## config.mk

```make
export PLATFORM = sky130hd
export DESIGN_NAME = cell_delineator
export DESIGN_NICKNAME = d
export VERILOG_FILES = /design/src/rtl/cd_pkg.sv /design/src/rtl/cd_window.sv /design/src/rtl/cd_pos_counter.sv /design/src/rtl/cd_fsm.sv /design/src/rtl/cell_delineator.sv
export SDC_FILE = /design/constraint.sdc
export NUM_CORES = 1
export LEC_CHECK = 0
export BUFFER_PORTS_ARGS = -buffer_cell sky130_fd_sc_hd__buf_2
export CORE_UTILIZATION = 30
export DETAILED_ROUTE_END_ITERATION = 10
export PLACE_DENSITY = 0.47
export SYNTH_ARGS = -nofsm -noshare
export SYNTH_HDL_FRONTEND = slang
export SYNTH_HIERARCHICAL = 1
export SYNTH_SLANG_ARGS = --single-unit
```

## constraint.sdc

```tcl
create_clock -name clk -period 3.48 [get_ports clk]
set_input_delay 0.174 -clock clk [delete_from_list [all_inputs] [get_ports clk]]
set_output_delay 0.174 -clock clk [all_outputs]
set_load 0.1 [all_outputs]
```

## src/rtl/cd_pkg.sv

```systemverilog
package cd_pkg;
   typedef enum logic [1:0] {
      ST_HUNT    = 2'd0,
      ST_PRESYNC = 2'd1,
      ST_SYNC    = 2'd2
   } cd_state_e;
endpackage

```

## src/rtl/cd_window.sv

```systemverilog
// Sliding header window with a parallel remainder tree built from x^i mod g.
module cd_window #(
   parameter int unsigned HDR_BITS = 40,
   parameter int unsigned CRC_BITS = 8,
   parameter logic [CRC_BITS-1:0] POLY = 8'h07
) (
   input  logic                clk,
   input  logic                rst_n,
   input  logic                clr,
   input  logic                bit_in,
   input  logic                bit_vld,
   output logic [HDR_BITS-1:0] win_nxt,
   output logic                syn_zero,
   output logic                full
);
   localparam int unsigned FW = $clog2(HDR_BITS);
   localparam logic [FW-1:0] FILL_MAX = FW'(HDR_BITS - 1);

   logic [HDR_BITS-1:0] win_q;
   logic [FW-1:0]       fill_q;

   function automatic logic [CRC_BITS-1:0] xpow_mod(input int unsigned n);
      logic [CRC_BITS-1:0] r;
      logic                top;
      r = CRC_BITS'(1);
      for (int unsigned s = 0; s < n; s++) begin
         top = r[CRC_BITS-1];
         r   = r << 1;
         if (top) r = r ^ POLY;
      end
      return r;
   endfunction

   assign win_nxt = {win_q[HDR_BITS-2:0], bit_in};
   assign full    = (fill_q == FILL_MAX);

   always_ff @(posedge clk) begin
      if (!rst_n) begin
         win_q  <= '0;
         fill_q <= '0;
      end else if (clr) begin
         fill_q <= '0;
      end else if (bit_vld) begin
         win_q <= win_nxt;
         if (fill_q != FILL_MAX) fill_q <= fill_q + 1'b1;
      end
   end

   logic [CRC_BITS-1:0] term [HDR_BITS];
   logic [CRC_BITS-1:0] syn;

   generate
      for (genvar i = 0; i < HDR_BITS; i++) begin : g_term
         localparam logic [CRC_BITS-1:0] R_I = xpow_mod(i);
         assign term[i] = win_nxt[i] ? R_I : '0;
      end
   endgenerate

   always_comb begin
      syn = '0;
      for (int k = 0; k < HDR_BITS; k++) syn = syn ^ term[k];
   end

   assign syn_zero = (syn == '0);

   // an idle strobe leaves the window untouched
   a_r1_window_hold: assert property (@(posedge clk) disable iff (!rst_n)
      (!bit_vld && !clr) |=> $stable(win_q));
endmodule

```

## src/rtl/cd_pos_counter.sv

```systemverilog
// Bit position within a cell, counted in valid bits only.
module cd_pos_counter #(
   parameter int unsigned CELL_BITS = 424
) (
   input  logic clk,
   input  logic rst_n,
   input  logic restart,
   input  logic bit_vld,
   output logic at_last
);
   localparam int unsigned CW = $clog2(CELL_BITS);
   localparam logic [CW-1:0] LAST = CW'(CELL_BITS - 1);

   logic [CW-1:0] cnt_q;

   assign at_last = (cnt_q == LAST);

   always_ff @(posedge clk) begin
      if (!rst_n) begin
         cnt_q <= '0;
      end else if (bit_vld) begin
         if (restart || at_last) cnt_q <= '0;
         else                    cnt_q <= cnt_q + 1'b1;
      end
   end

   // position does not move without a valid bit
   a_r1_pos_hold: assert property (@(posedge clk) disable iff (!rst_n)
      !bit_vld |=> $stable(cnt_q));
endmodule

```

## src/rtl/cd_fsm.sv

```systemverilog
// Hunt / presync / sync control with acquire and loss hysteresis.
module cd_fsm
   import cd_pkg::*;
#(
   parameter int unsigned DELTA = 6,
   parameter int unsigned ALPHA = 7
) (
   input  logic      clk,
   input  logic      rst_n,
   input  logic      rx_fail,
   input  logic      bit_vld,
   input  logic      full,
   input  logic      at_last,
   input  logic      syn_zero,
   output cd_state_e state,
   output logic      restart,
   output logic      take
);
   localparam int unsigned MW = $clog2(DELTA + 1);
   localparam int unsigned LW = $clog2(ALPHA + 1);
   localparam logic [MW-1:0] MATCH_LAST = MW'(DELTA - 1);
   localparam logic [LW-1:0] MISS_LAST  = LW'(ALPHA - 1);

   cd_state_e     state_q;
   logic [MW-1:0] match_q;
   logic [LW-1:0] miss_q;
   logic          chk;

   assign state   = state_q;
   assign chk     = bit_vld && ((state_q == ST_HUNT) ? full : at_last);
   assign restart = (state_q == ST_HUNT) && chk && syn_zero;
   assign take    = (state_q == ST_SYNC) && chk;

   always_ff @(posedge clk) begin
      if (!rst_n || rx_fail) begin
         state_q <= ST_HUNT;
         match_q <= '0;
         miss_q  <= '0;
      end else if (chk) begin
         unique case (state_q)
            ST_HUNT: begin
               if (syn_zero) begin
                  state_q <= ST_PRESYNC;
                  match_q <= '0;
               end
            end
            ST_PRESYNC: begin
               if (!syn_zero) begin
                  state_q <= ST_HUNT;
               end else if (match_q == MATCH_LAST) begin
                  state_q <= ST_SYNC;
                  miss_q  <= '0;
               end else begin
                  match_q <= match_q + 1'b1;
               end
            end
            ST_SYNC: begin
               if (syn_zero) begin
                  miss_q <= '0;
               end else if (miss_q == MISS_LAST) begin
                  state_q <= ST_HUNT;
                  miss_q  <= '0;
               end else begin
                  miss_q <= miss_q + 1'b1;
               end
            end
            default: state_q <= ST_HUNT;
         endcase
      end
   end

   a_r3_hunt_hit: assert property (@(posedge clk) disable iff (!rst_n)
      (state_q == ST_HUNT && bit_vld && full && syn_zero && !rx_fail) |=> state_q == ST_PRESYNC);
   a_r4_enter_sync: assert property (@(posedge clk) disable iff (!rst_n)
      (state_q == ST_PRESYNC && chk && syn_zero && match_q == MATCH_LAST && !rx_fail)
      |=> state_q == ST_SYNC);
   a_r5_presync_miss: assert property (@(posedge clk) disable iff (!rst_n)
      (state_q == ST_PRESYNC && chk && !syn_zero) |=> state_q == ST_HUNT);
   a_r7_lose_sync: assert property (@(posedge clk) disable iff (!rst_n)
      (state_q == ST_SYNC && chk && !syn_zero && miss_q == MISS_LAST) |=> state_q == ST_HUNT);
   a_r8_good_clears: assert property (@(posedge clk) disable iff (!rst_n)
      (state_q == ST_SYNC && chk && syn_zero && !rx_fail) |=> (state_q == ST_SYNC && miss_q == '0));
   a_r9_fail_hunt: assert property (@(posedge clk) disable iff (!rst_n)
      rx_fail |=> state_q == ST_HUNT);
endmodule

```

## src/rtl/cell_delineator.sv

```systemverilog
module cell_delineator
   import cd_pkg::*;
#(
   parameter int unsigned CELL_BITS = 424,
   parameter int unsigned HDR_BITS  = 40,
   parameter int unsigned CRC_BITS  = 8,
   parameter logic [CRC_BITS-1:0] POLY = 8'h07,
   parameter int unsigned DELTA     = 6,
   parameter int unsigned ALPHA     = 7
) (
   input  logic                clk,
   input  logic                rst_n,
   input  logic                rx_fail,
   input  logic                bit_in,
   input  logic                bit_vld,
   output logic [1:0]          state,
   output logic                cell_start,
   output logic [HDR_BITS-1:0] hdr_out
);
   generate
      if (HDR_BITS <= CRC_BITS) begin : g_bad_hdr
         $error("HDR_BITS must exceed CRC_BITS");
      end
      if (CELL_BITS <= HDR_BITS) begin : g_bad_cell
         $error("CELL_BITS must exceed HDR_BITS");
      end
      if (DELTA < 1 || ALPHA < 1) begin : g_bad_hyst
         $error("DELTA and ALPHA must be at least 1");
      end
   endgenerate

   logic [HDR_BITS-1:0] win_nxt;
   logic                syn_zero, full, at_last, restart, take;
   cd_state_e           st;

   cd_window #(.HDR_BITS(HDR_BITS), .CRC_BITS(CRC_BITS), .POLY(POLY)) u_win (
      .clk(clk), .rst_n(rst_n), .clr(rx_fail), .bit_in(bit_in), .bit_vld(bit_vld),
      .win_nxt(win_nxt), .syn_zero(syn_zero), .full(full));

   cd_pos_counter #(.CELL_BITS(CELL_BITS)) u_pos (
      .clk(clk), .rst_n(rst_n), .restart(restart), .bit_vld(bit_vld), .at_last(at_last));

   cd_fsm #(.DELTA(DELTA), .ALPHA(ALPHA)) u_fsm (
      .clk(clk), .rst_n(rst_n), .rx_fail(rx_fail), .bit_vld(bit_vld), .full(full),
      .at_last(at_last), .syn_zero(syn_zero), .state(st), .restart(restart), .take(take));

   assign state = st;

   always_ff @(posedge clk) begin
      if (!rst_n) begin
         cell_start <= 1'b0;
         hdr_out    <= '0;
      end else begin
         cell_start <= take && !rx_fail;
         if (take && !rx_fail) hdr_out <= win_nxt;
      end
   end

   // a pulse only follows a cycle spent in sync
   a_r6_pulse_in_sync: assert property (@(posedge clk) disable iff (!rst_n)
      cell_start |-> $past(st) == ST_SYNC);
   a_r6_pulse_single: assert property (@(posedge clk) disable iff (!rst_n)
      cell_start |=> !cell_start);
endmodule

```

==> reports/metrics.yaml, run 1 <==
fmax_mhz: 301
tightest_slew_ns: 0.810
yosys_warnings: 6
overflow: 0
crit_path_start_kind: "register"
num_vias: 3815
root_buffer: "clkbuf_16"
crit_path_end_kind: "register"
rr_startpoint: "u_win/win_q[19]$_SDFFE_PN0P_"
tns_ns: 0
cp.depth: 11
grt_pass1_vias: 3768
via_per_inst: 4.59
async_reset_ff_share_pct: 0
status: "completed"
maxSlewViolCount: 0
synth_top_area_share_pct: 40.1
cts_tree: "built"
finalInstanceArea_um2: 5900
yosys_register_bits: 103
hold_class: "primary input to register"
ys_seq_area_share_pct: 40.1
fin_crit_sh_pct: 95.6
syn_nets: 577
ys_types: 52
drtPass1Iterations: 4
cp_max_fo: 9
path_buf_inv: 1
hold_viol: 0
cp.arrival_ns: 3.53
synthTopCellsByCount: "nand2_1, dfxtp_1, xnor2_1, mux2i_1, a21boi_0"
path_clk_slew_ns: 0.07
critical_path_required_ns: 3.68
path_class: "register to register"
diodes: 0
insertion_delay_ns: 0.36
rr_worst_depth: 11
gp_congestion: 0.813
synth_top_cell_by_area: "dfxtp_1"
cts.path.max_buffers: 2
p_sw_share_pct: 21.9
slowest_delay_ns: 0.57
nNetsFinal: 615
yosys-top-cells-area: "dfxtp_1, nand2_1, mux2i_1"
yosysMostFrequentCell: "nand2_1"
htree_levels: 3
p_seq_share_pct: 50.8
p_int_mw: 1.82
powerDensity_nw_per_um2: 396
p_leak_nw: 2.04
drc: 0
grt_usage_pct: 13.6
netlist_area_um2: 5150
combPwrFrac_pct: 3.5
cp_top_family: "XOR/XNOR gates"
grt_max_degree: 76
die_h_um: 133
area_delta_synth_final_pct: 14.7
routed_wl_mm: 11.5
p_clk_share_pct: 45.6
postRouteAntennaNets: 0
cp_slowest_cell: "or4_1"
max-slew-margin-rel_pct: 46.0
ios: 48
cts_hold_buf: 0
grt_pass1_wl_mm: 19.0
synth_edf_count: 0
initial_utilization_pct: 30.9
core_um2: 16600
antenna_found_initial: 0
setup.worst_path.start: "u_win/win_q[19]$_SDFFE_PN0P_"
die_area_um2: 17700
placed_area_um2: 5560
cts_buffers: 9
rsz0062_at_grt: "true"
final.setup_skew_ns: 0.00633
avgSynthCellArea_um2: 9.06
finalSetupViolations: 0
synthCells: 568
period_minus_slack_ns: 3.33
layout-drive-gt1-share_pct: 15.4
io_buffers: 47
min_from: "bit_in"
drv_cap: 0
drt_iter0_drc: 128
dp_hpwl_mm: 7.85
crit_chain: "xnor3_2 > xnor2_2 > xnor3_1 > nand2_1 > or4_1 > a2111oi_4 > nand2b_1 > nor3_2 > inv_1 > o41ai_4 > a221oi_1"
die_w_um: 133
rows: 47
worstHoldPathCells: 3
synth_ff_type: "dfxtp_1"
routedWlPerCell_um: 13.8
regToRegSetupSlack_ns: 0.15
p_switching_uw: 512
clock-sinks: 103
ir_worst_vdd_v: 0.000236
==> power by group through the flow <==
stage | logic [mW] | clock network, mW | registers [mW]
after global routing | 0.0916 | 1.15 | 1.19
after detailed placement | 0.0825 | 0 | 1.22
after floorplan | 0.0633 | 0 | 1.21
after global placement | 0.0816 | 0 | 1.21
after CTS | 0.0830 | 1.11 | 1.19
final | 0.0826 | 1.07 | 1.19
==> flip-flops by register name, indices dropped and copies added (netlist names) <==
signal,flops
hdr_out,40
u_win/win_q,39
u_pos/cnt_q,9
u_win/fill_q,6
u_fsm/match_q,3
u_fsm/miss_q,3
u_fsm/state,2
cell_start,1
==> what timing repair did <==
action,in CTS,in global routing
gates resized for setup,0,5
setup endpoints to repair,0,16
buffers inserted,0,0
==> placed cells by master (no fill, tap or decap), types with 3 or more instances in the layout <==
| cell type | count |
|---|---|
| nand2b_1 | 6 |
| clkbuf_16 | 9 |
| buf_4 | 17 |
| nand4_1 | 9 |
| nor2_1 | 16 |
| dfxtp_1 | 102 |
| xnor2_1 | 50 |
| or3_1 | 4 |
| mux2i_1 | 46 |
| xor2_1 | 19 |
| clkbuf_8 | 3 |
| ha_1 | 4 |
| o21ai_0 | 7 |
| a21boi_0 | 39 |
| a21oi_1 | 5 |
| buf_2 | 46 |
| a221oi_1 | 3 |
| and2_1 | 4 |
| nand2_1 | 169 |
| inv_1 | 4 |
| a211oi_1 | 6 |
| xnor3_1 | 5 |
==> final timing paths <==
kind | end
max | u_pos/cnt_q[7]$_SDFFE_PN0P_
min reg2reg | hdr_out[29]$_SDFFE_PN0P_
min | u_win/win_q[0]$_SDFFE_PN0P_
max reg2reg | u_pos/cnt_q[7]$_SDFFE_PN0P_
==> per-stage QoR <==
step	util (%)	instances	power, mW	worst slack [ns]	hold WS, ns
after floorplan	-	568	1.28	0.201	0.319
after global placement	33.4	815	1.30	0.134	0.439
after detailed placement	33.4	815	1.30	0.0583	0.444
after CTS	35.3	831	2.38	0.0222	0.0895
after global routing	35.5	831	2.43	-0.0220	0.0984
final	35.5	831	2.34	0.152	0.106
==> cell families (layout without fill, tap and decap cells) <==
family	after synthesis	count (layout)	share of synthesized area, %
muxes	46	46	8.95
buffers and inverters	41	84	4.79
and+or+nand+nor	228	228	19.9
AOI/OAI and AO/OA	69	69	10.3
xor gates and xnor gates	77	77	15.1
adders and majority gates	4	4	0.973
DFF	103	103	40.1
==> tightest hold or removal path, cell delays in order <==
cell and delay, ns:
buf_2 0.12, nand2_1 0.05, a21boi_0 0.06
==> routing by layer <==
| layer | vias to the layer above | part of all wire, % | global-route usage (%) |
|---|---|---|---|
| li1 | 1947 | - | - |
| met1 | 1809 | 49 | 17.3 |
| met4 | 0 | 2.6 | 7.28 |
| met3 | 18 | 2.3 | 2.53 |
| met2 | 41 | 46 | 21.9 |
| met5 | - | 0 | 0 |
==> cell type report <==
| type | count | area (um2) |
|---|---|---|
| Fill cell | 1753 | 10700 |
| Sequential cell | 103 | 2060 |
| Multi-Input combinational cell | 424 | 2870 |
| Clock inverter | 2 | 37.5 |
| Clock buffer | 14 | 274 |
| Tap cell | 220 | 275 |
| Timing Repair Buffer | 63 | 358 |
| Inverter | 5 | 18.8 |
Note: power is estimated with default switching activity, not from simulation.
==> run 2, diff against run 1 <==
--- a/config.mk
+++ b/config.mk
@@ -8,7 +8,7 @@
 export BUFFER_PORTS_ARGS = -buffer_cell sky130_fd_sc_hd__buf_2
 export CORE_UTILIZATION = 30
 export DETAILED_ROUTE_END_ITERATION = 10
-export PLACE_DENSITY = 0.47
+export PLACE_DENSITY = 0.45
 export SYNTH_ARGS = -nofsm -noshare
 export SYNTH_HDL_FRONTEND = slang
 export SYNTH_HIERARCHICAL = 1
==> reports/metrics.yaml, run 2 (synthesis results as in run 1) <==
period_minus_slack_ns: 3.18  # -0.150 ns
rows: 47  # unchanged
crit_path_start_kind: "register"
postRouteAntennaNets: 0  # unchanged
nFillCells: 1717  # -2.1%
ir_worst_vdd_v: 0.000255  # +8.3%
drt_iter0_drc: 183  # +43%
die_area_um2: 17700  # unchanged
antenna_found_initial: 0  # unchanged
cts_buffers: 9  # unchanged
finalSetupViolations: 0  # unchanged
clock-sinks: 103  # unchanged
initial_utilization_pct: 30.9  # unchanged
routedWlPerCell_um: 13.7  # -0.74%
cts_setup_buffers: 0  # unchanged
powerDensity_nw_per_um2: 390  # -1.5%
tightest_slew_ns: 0.811  # +0.00113 ns
cp_max_fo: 9  # unchanged
worstHoldPathCells: 3  # unchanged
rr_worst_depth: 11  # unchanged
hold_class: "primary input to register"
grt_pass1_wl_mm: 19.5  # +2.7%
overflow: 0  # unchanged
fin_crit_sh_pct: 91.3  # -4.3 points
tns_ns: 0  # unchanged
htree_levels: 3  # unchanged
hold_viol: 0  # unchanged
root_buffer: "clkbuf_16"
gp_congestion: 0.788  # -3.1%
area_delta_synth_final_pct: 14.9
reg_top3: "hdr_out: 40 flops, u_win/win_q: 39 flops, u_pos/cnt_q: 9 flops"
layout-drive-gt1-share_pct: 16.6  # +1.2 points
rsz0062_at_grt: "false"
final_cell_mix: "nand2_1, dfxtp_1, xnor2_1"
layout_commonest_cell: "nand2_1"
drv_cap: 0  # unchanged
nNetsFinal: 614  # -0.16%
maxSlewViolCount: 0  # unchanged
fin_hold_ws_ns: 0.0970  # -0.00943 ns
diodes: 0  # unchanged
path_clk_slew_ns: 0.07  # about the same
cts_tree: "built"
max-slew-margin-rel_pct: 45.9  # -0.075 points
grt_pass1_vias: 3839  # +1.9%
grt_max_degree: 72  # -5.3%
status: "completed"
num_vias: 3789  # -0.68%
die_w_um: 133  # unchanged
regMostFlops: "hdr_out"
largest_register_ffs: 40  # unchanged
via_per_inst: 4.57  # -0.56%
crit_path_end_kind: "register"
dp_hpwl_mm: 7.93  # +1.1%
io_buffers: 47  # unchanged
fmax_mhz: 315  # +4.7%
routed_wl_mm: 11.4  # -0.85%
drtPass1Iterations: 4  # unchanged
grt_usage_pct: 13.9  # +0.24 points
core_um2: 16600  # unchanged
final.setup_skew_ns: 0.0115  # +0.00516 ns
cp.arrival_ns: 3.38  # -0.15 ns
cts.path.max_buffers: 2  # unchanged
p_leak_nw: 2.04  # about the same
drc: 0  # unchanged
ios: 48  # unchanged
critical_path_required_ns: 3.68  # about the same
regToRegSetupSlack_ns: 0.30  # +0.15 ns
insertion_delay_ns: 0.36  # about the same
die_h_um: 133  # unchanged
path_class: "register to register"
## run 2: cell types whose count changed in the layout (fill, tap and decap cells not counted), moves of 2 or more
| cell | previous run | this run |
|---|---|---|
| clkbuf_8 | 3 | 1 |
| clkinv_2 | 0 | 2 |
| a221oi_1 | 3 | 1 |
| a221oi_2 | 1 | 3 |
## run 2: per-stage QoR
step	worst slack [ns]	utilization [%]	power (mW)	instance area [um2]	std cells
floorplan	0.201	-	1.28	5150	568
global placement	0.143	33.3	1.30	5550	814
detailed placement	0.0313	33.3	1.30	5550	814
CTS	0.000919	35.1	2.35	5850	830
global route	0.0815	35.5	2.41	5910	830
finish	0.302	35.5	2.31	5910	830
## run 2: layer usage
layer | routed length, um | track usage (%) | vias to the layer above | part of all wire (%)
met5 | 0 | 0 | - | 0
met4 | 90 | 3.58 | 0 | 0.79
met3 | 321 | 3.75 | 7 | 2.8
met2 | 5520 | 23.5 | 40 | 49
met1 | 5440 | 17.3 | 1785 | 48
li1 | - | - | 1957 | -
## run 2: layout make-up
type                    instances  area [um2]  area share (%)
clock buffers                  11         243            4.10
well taps                     220         275            4.65
multi-input cells             424        2910            49.1
repair buffers                 62         350            5.92
flip-flops and latches        103        2060            34.9
inverters                       5        18.8           0.317
clock inverters                 5        56.3           0.952
## run 2: final timing paths
check	to	from
max reg2reg	u_pos/cnt_q[5]$_SDFFE_PN0P_	u_win/win_q[32]$_SDFFE_PN0P_
min reg2reg	hdr_out[0]$_SDFFE_PN0P_	hdr_out[0]$_SDFFE_PN0P_
max	u_pos/cnt_q[5]$_SDFFE_PN0P_	u_win/win_q[32]$_SDFFE_PN0P_
min	hdr_out[0]$_SDFFE_PN0P_	bit_in
## run 2: critical path, stage by stage (launching register included)
cell and delay (ns):
dfxtp_2 0.42, xnor2_1 0.17, xnor2_1 0.17, xnor3_1 0.45, xnor2_1 0.16, or4_4 0.51
a2111oi_4 0.39, nand2b_1 0.18, nor3_2 0.16, inv_1 0.09, o41ai_4 0.12, a221oi_1 0.19
## run 2: where the power goes
part,internal [mW],switching [mW],leakage (nW)
Combinational,0.0249,0.0579,1.06
Sequential,1.18,0.00554,0.831
Clock,0.578,0.459,0.146
Total,1.78,0.522,2.04
## run 2: repair_timing
action / in CTS / in global routing
hold buffers: 0 / 0
resized for setup: 0 / 12
endpoints found under the setup margin: 0 / 15
